--- src/rtl/patgen_pkg.sv ---
// Shared definitions for the test data pattern generator.
// Assumes a four-bit mode bus; codes above PM_ALTC select all zeroes.
package patgen_pkg;
    typedef enum logic [3:0] {
        PM_ZERO  = 4'd0,
        PM_ONES  = 4'd1,
        PM_CONST = 4'd2,
        PM_WALK1 = 4'd3,
        PM_WALK0 = 4'd4,
        PM_RAND  = 4'd5,
        PM_SEQ   = 4'd6,
        PM_ALT   = 4'd7,
        PM_ALTC  = 4'd8
    } pat_mode_e;

    localparam int LFSR_W = 32;
endpackage

--- src/rtl/patgen_lfsr.sv ---
// 32-bit maximal-length shift register for the random pattern.
// It shifts left with feedback from bits 31, 21, 1 and 0. SEED must be nonzero.
module patgen_lfsr #(
    parameter logic [31:0] SEED = 32'h1F2E_3D4C
) (
    input  logic        clk,
    input  logic        rst_n,
    input  logic        step_i,
    input  logic        restart_i,
    output logic [31:0] state_o
);
    logic [31:0] sr;

    // Load the seed on reset or restart and shift once per step.
    always_ff @(posedge clk) begin
        if (!rst_n || restart_i)
            sr <= SEED;
        else if (step_i)
            sr <= {sr[30:0], sr[31] ^ sr[21] ^ sr[1] ^ sr[0]};
    end

    assign state_o = sr;

    AST_LFSR_LIVE: assert property (@(posedge clk) disable iff (!rst_n)
        sr != 32'd0);
    AST_LFSR_HOLD: assert property (@(posedge clk) disable iff (!rst_n)
        (!step_i && !restart_i) |=> $stable(sr));
endmodule

--- src/rtl/patgen_scatter.sv ---
// Spreads a compact vector over the valid positions of a word.
// Compact bit k lands on the k-th valid position counted from the LSB.
// Invalid positions output 0. The module also counts the valid positions.
module patgen_scatter #(
    parameter int WIDTH = 16,
    localparam int PW = $clog2(WIDTH + 1)
) (
    input  logic [WIDTH-1:0] valid_i,
    input  logic [WIDTH-1:0] compact_i,
    output logic [WIDTH-1:0] spread_o,
    output logic [PW-1:0]    n_valid_o
);
    // Walk the word from the LSB and hand each valid slot the next compact bit.
    always_comb begin
        logic [PW-1:0] k;
        k        = '0;
        spread_o = '0;
        for (int i = 0; i < WIDTH; i++) begin
            if (valid_i[i]) begin
                spread_o[i] = compact_i[k];
                k           = k + PW'(1);
            end
        end
        n_valid_o = k;
    end
endmodule

--- src/rtl/patgen_state.sv ---
// Iteration state shared by all patterns: the walking marker index over the
// valid positions, the compact count and the alternation phase.
// Every step advances all of them, and restart has priority over step.
module patgen_state #(
    parameter int WIDTH = 16,
    localparam int PW = $clog2(WIDTH + 1)
) (
    input  logic             clk,
    input  logic             rst_n,
    input  logic             step_i,
    input  logic             restart_i,
    input  logic [PW-1:0]    n_valid_i,
    output logic [PW-1:0]    pos_o,
    output logic [WIDTH-1:0] cnt_o,
    output logic             phase_o
);
    logic at_top;

    // The marker is at or beyond the last valid slot, so the next step wraps it.
    assign at_top = ({1'b0, pos_o} + (PW+1)'(1)) >= {1'b0, n_valid_i};

    // Move the marker, the count and the phase together.
    always_ff @(posedge clk) begin
        if (!rst_n || restart_i) begin
            pos_o   <= '0;
            cnt_o   <= '0;
            phase_o <= 1'b0;
        end else if (step_i) begin
            pos_o   <= at_top ? '0 : pos_o + PW'(1);
            cnt_o   <= cnt_o + WIDTH'(1);
            phase_o <= ~phase_o;
        end
    end

    AST_RESTART_HOME: assert property (@(posedge clk) disable iff (!rst_n)
        restart_i |=> (pos_o == '0 && cnt_o == '0 && !phase_o));
    AST_WALK_WRAP: assert property (@(posedge clk) disable iff (!rst_n)
        (step_i && !restart_i && at_top) |=> pos_o == '0);
    AST_HOLD_STATE: assert property (@(posedge clk) disable iff (!rst_n)
        (!step_i && !restart_i) |=> ($stable(pos_o) && $stable(cnt_o)
                                     && $stable(phase_o)));
    AST_PHASE_FLIP: assert property (@(posedge clk) disable iff (!rst_n)
        (step_i && !restart_i) |=> phase_o != $past(phase_o));
endmodule

--- src/rtl/patgen_top.sv ---
// Test data pattern generator: one word per iteration, selected by mode.
// The PAR_BITS least significant positions are parity flags with forced
// levels in the walking and counting modes. Holes are skipped by those modes.
// Assumes PAR_BITS < WIDTH.
module patgen_top #(
    parameter int          WIDTH    = 16,
    parameter int          PAR_BITS = 2,
    parameter logic [31:0] SEED     = 32'h1F2E_3D4C
) (
    input  logic             clk,
    input  logic             rst_n,
    input  logic [3:0]       mode_i,
    input  logic [WIDTH-1:0] const_i,
    input  logic [WIDTH-1:0] hole_i,
    input  logic             step_i,
    input  logic             restart_i,
    output logic [WIDTH-1:0] data_o
);
    import patgen_pkg::*;

    localparam int PW = $clog2(WIDTH + 1);
    localparam logic [WIDTH-1:0] PAR_MASK = (WIDTH'(1) << PAR_BITS) - WIDTH'(1);
    localparam logic [WIDTH-1:0] ONE_HOT0 = WIDTH'(1);

    pat_mode_e        mode;
    logic [PW-1:0]    pos, n_valid;
    logic [WIDTH-1:0] cnt, valid, onehot, compact, spread, rnd;
    logic             phase;
    logic [31:0]      lfsr;

    assign mode   = pat_mode_e'(mode_i);
    assign valid  = ~hole_i & ~PAR_MASK;
    assign onehot = ONE_HOT0 << pos;

    // Choose the compact form that is spread over the valid positions.
    always_comb begin
        case (mode)
            PM_WALK1: compact = onehot;
            PM_WALK0: compact = ~onehot;
            default:  compact = cnt;
        endcase
    end

    patgen_state #(.WIDTH(WIDTH)) u_state (
        .clk(clk), .rst_n(rst_n), .step_i(step_i), .restart_i(restart_i),
        .n_valid_i(n_valid), .pos_o(pos), .cnt_o(cnt), .phase_o(phase)
    );

    patgen_lfsr #(.SEED(SEED)) u_lfsr (
        .clk(clk), .rst_n(rst_n), .step_i(step_i), .restart_i(restart_i),
        .state_o(lfsr)
    );

    patgen_scatter #(.WIDTH(WIDTH)) u_scatter (
        .valid_i(valid), .compact_i(compact), .spread_o(spread),
        .n_valid_o(n_valid)
    );

    // Repeat the 32-bit random register across the full width.
    for (genvar g = 0; g < WIDTH; g++) begin : g_rep
        assign rnd[g] = lfsr[g % LFSR_W];
    end

    // Output selection by mode.
    always_comb begin
        case (mode)
            PM_ZERO:  data_o = '0;
            PM_ONES:  data_o = '1;
            PM_CONST: data_o = const_i;
            PM_WALK1: data_o = spread;
            PM_WALK0: data_o = spread | PAR_MASK;
            PM_RAND:  data_o = rnd;
            PM_SEQ:   data_o = spread;
            PM_ALT:   data_o = phase ? '0 : '1;
            PM_ALTC:  data_o = phase ? ~const_i : const_i;
            default:  data_o = '0;
        endcase
    end

    AST_HOLE_QUIET: assert property (@(posedge clk) disable iff (!rst_n)
        (mode_i == 4'd3 || mode_i == 4'd4 || mode_i == 4'd6)
            |-> (data_o & hole_i & ~PAR_MASK) == '0);
    AST_PARITY_LOW: assert property (@(posedge clk) disable iff (!rst_n)
        (mode_i == 4'd3 || mode_i == 4'd6) |-> (data_o & PAR_MASK) == '0);
    AST_PARITY_HIGH: assert property (@(posedge clk) disable iff (!rst_n)
        (mode_i == 4'd4) |-> (data_o & PAR_MASK) == PAR_MASK);
    AST_SINGLE_ONE: assert property (@(posedge clk) disable iff (!rst_n)
        (mode_i == 4'd3) |-> $countones(data_o) <= 1);
    AST_FIXED_CONST: assert property (@(posedge clk) disable iff (!rst_n)
        (mode_i == 4'd2) |-> data_o == const_i);
endmodule

--- config.mk ---
export PLATFORM = sky130hd
export DESIGN_NAME = patgen_top
export DESIGN_NICKNAME = d
export VERILOG_FILES = /design/src/rtl/patgen_pkg.sv /design/src/rtl/patgen_lfsr.sv /design/src/rtl/patgen_scatter.sv /design/src/rtl/patgen_state.sv /design/src/rtl/patgen_top.sv
export SDC_FILE = /design/constraint.sdc
export NUM_CORES = 1
export LEC_CHECK = 0
export CORE_MARGIN = 8
export CORE_UTILIZATION = 60
export CTS_CLUSTER_DIAMETER = 50
export DETAILED_ROUTE_END_ITERATION = 12
export DONT_BUFFER_PORTS = 1
export PLACE_DENSITY = 0.88
export REMOVE_ABC_BUFFERS = 1
export SLEW_MARGIN = 10
export SYNTH_ARGS = -nofsm -noshare
export SYNTH_HDL_FRONTEND = slang
export SYNTH_HIERARCHICAL = 1
export SYNTH_SLANG_ARGS = --single-unit
export TNS_END_PERCENT = 1
--- constraint.sdc ---
create_clock -name clk -period 19.2 [get_ports clk]
set_input_delay 4.8 -clock clk [delete_from_list [all_inputs] [get_ports clk]]
set_output_delay 4.8 -clock clk [all_outputs]
set_load 0.1 [all_outputs]
==> metrics.yaml <==
clock_tree:
  clockRootBuffer: "clkbuf_16"
  post_cts_buffers: 0
  clk_latency_ns: 0.30
  htreeDepth: 2
  path_clk_slew_ns: 0.07
  clockBufferDepth: 2
  cts_made_buffers: 5
  cts_tree: "done"
  cts_resized: 0
  holdBufCountCts: 0
  cts.sinks: 54
sta:
  fin_crit_sh: 0.9638
  rsz0062_at_grt: "no"
  final_max_slew_viol_count: 0
  hold_viol: 0
  max-slew-margin-rel: 0.1320
  max_freq_ghz: 0.05404
  worst_slack_ns: 0.6944
  period_minus_slack_ns: 18.51
  setup_viol: 0
  setup_tns_ns: 0
  tightest_slew_ns: 1.301
  fin_worst_skew_ns: 0.004935
logic_synthesis:
  async_flop_share: 0
  avgSynthCellArea_um2: 9.005
  synth_edf_count: 0
  synth_cells: 823
  yosysWarnings: 6
  ys_seq_area_frac: 0.1459
  synthFlopType: "dfxtp_1"
  ys_ff_latch: 54
  ys_types: 91
  synthesis.area_mm2: 0.007411
floorplan:
  core_mm2: 0.01201
  die_h_um: 127.1
  ios: 56
  initial_core_util: 0.6170
  dieArea_mm2: 0.01616
  row_count: 40
  dieWidth_um: 127.1
setup_path:
  cp_max_fo: 16
  cp_slowest_cell: "o31a_1"
  cp.arrival_ns: 13.71
  start_kind: "input pin"
  crit_required_ns: 14.40
  cpPeakStageDelay_ns: 0.53
  worst_path_most_repeated_cell: "ha_1"
  crit_type: "input pin to primary output"
  end_kind: "primary output"
final_layout:
  fin_area_mm2: 0.007527
  drive_gt1_frac: 0.1333
  nets: 843
  antenna_cells: 0
  utilization: 0.6267
  area_growth_pct: 1.570
  n_fill_cell: 940
run_status:
  outcome: "completed"
global_route:
  grt_pass1_vias: 5946
  grt_pass1_wl_um: 30020
  antenna_found_initial: 0
  track_usage: 0.2236
  grt_max_degree: 42
  grt.overflow.total: 0
placed_design:
  dp_hpwl_um: 13270
  port-buffer-count: 0
  placed_area_mm2: 0.007318
  pre_cts_ws_ns: 0.6660
  place.gp.congestion: 0.9089
power:
  p_leak_nw: 3.244
  power_density_mw_per_mm2: 131.4
  peakVddDrop_v: 0.00009881
drt:
  drtAntennaViolNets: 0
  vias: 6377
  first_iter_violations: 698
  drc_errors: 0
  detail_route.wl_per_cell_um: 20.06
  avgViaCountPerCell: 6.879
  drt_wl_total_um: 18600
  drt_pre_antenna_iters: 8
hold_path:
  hold_path.class: "flop to flop"
job:
  drv_cap: 0
flip-flops by register name, indices dropped and copies added, names as in the netlist:
signal,flops
u_state/pos_o,5
u_state/cnt_o,16
u_state/phase_o,1
u_lfsr/state_o,32
logic make-up after synthesis:
| group | after synthesis | synth area share |
|---|---|---|
| muxes | 130 | 0.2517 |
| AOI/OAI and AO/OA | 152 | 0.1585 |
| adders and majority gates | 24 | 0.04052 |
| other | 1 | 0.0005060 |
| buffers and inverters | 106 | 0.07192 |
| and+or+nand+nor | 263 | 0.1822 |
| DFF | 54 | 0.1459 |
| xor gates and xnor gates | 93 | 0.1487 |
layout by cell type (no fill, tap or decap), types with 7 or more instances in the layout:
cell / count
a21oi_1: 9
nand2b_1: 10
and3_1: 17
mux2i_1: 71
mux4_2: 29
a22oi_1: 27
a221o_1: 9
nand2_1: 94
ha_1: 24
inv_1: 37
conb_1: 8
and2_1: 9
nor2b_1: 11
o21a_1: 14
mux4_1: 10
a211oi_1: 8
nor2_1: 55
mux2_2: 19
nand4_1: 7
o21ai_0: 25
xnor2_1: 40
buf_4: 7
nor3_1: 9
nand3_1: 21
o211a_1: 9
xor2_1: 33
dfxtp_1: 54
through the flow:
step | std cells | hold WS (ns) | total power [mW]
after global routing | 927 | 0.5151 | 1.050
after global placement | 919 | 0.4564 | 0.8326
final | 927 | 0.4805 | 0.9894
after floorplan | 765 | 0.4413 | 0.7344
after detailed placement | 919 | 0.4630 | 0.8538
after CTS | 927 | 0.4806 | 0.9741
power by group:
part / total [mW] / internal (mW) / switching (mW)
combinational: 0.750 / 0.324 / 0.425
sequential: 0.121 / 0.115 / 0.00568
clock: 0.119 / 0.0750 / 0.0438
worst max-delay path, delay by kind of cell:
family / cells / cell delay [ns]
AO/OA/AOI/OAI: 12 / 2.83
adder cells (fa/ha/maj): 6 / 1.70
XOR/XNOR: 7 / 1.57
multiplexers: 7 / 1.36
AND/OR/NAND/NOR: 7 / 1.00
buffers and inverters: 2 / 0.42
per-layer routing:
layer  vias to the layer above  wire length, um  track usage
met3                        35             1642      0.04243
met5                         -                0            0
met2                       349             8847       0.3673
li1                       2922                -            -
met4                         0              442      0.07698
met1                      3071             7665       0.2877
synthesized netlist by cell type, types with 5 or more instances:
cell type  instances  area share
xor2_1            33       0.039
a22oi_1           27       0.027
nor2_1            55       0.028
mux4_1            10       0.035
clkbuf_1          22       0.011
nor3_1             9      0.0061
buf_4             10       0.010
nand2b_1          10      0.0084
o21ai_0           25       0.017
inv_1             37       0.019
nor3b_1            5      0.0051
nand3_1           21       0.014
mux2_2            19       0.029
buf_2             20       0.014
o21a_1            14       0.014
a21oi_1           10      0.0068
mux4_2            29       0.088
a221o_1            9       0.012
nand4_1            7      0.0059
and3_1            17       0.014
xnor2_1           40       0.047
o211a_1            9       0.012
buf_6              9       0.014
mux2i_1           71       0.096
nand2_1           94       0.048
nor2b_1           11      0.0093
and2_1             9      0.0076
ha_1              24       0.041
dfxtp_1           54        0.15
a211oi_1           8      0.0081
layout make-up:
| type | count | area [um^2] | area share |
|---|---|---|---|
| multi-input cells | 670 | 5859 | 0.7784 |
| clock buffers | 5 | 125.1 | 0.01662 |
| well taps | 147 | 183.9 | 0.02443 |
| repair buffers | 7 | 52.55 | 0.006981 |
| clock inverters | 3 | 68.82 | 0.009142 |
| flip-flops and latches | 54 | 1081 | 0.1436 |
| inverters | 41 | 156.4 | 0.02078 |
path summary, 6_finish.rpt:
path | start | endpoint | slack, ns | depth (start not counted)
worst max-delay path | hole_i[2] | data_o[15] | 0.69 | 41
worst min-delay path | u_lfsr/state_o[25]$_SDFFE_PP1P_ | u_lfsr/state_o[25]$_SDFFE_PP1P_ | 0.48 | 2
worst max register to register | u_state/pos_o[0]$_SDFFE_PP0P_ | u_state/pos_o[4]$_SDFFE_PP0P_ | 16.52 | 8
worst min register to register | u_lfsr/state_o[25]$_SDFFE_PP1P_ | u_lfsr/state_o[25]$_SDFFE_PP1P_ | 0.48 | 2
Note: power is estimated with default switching activity, not from simulation.
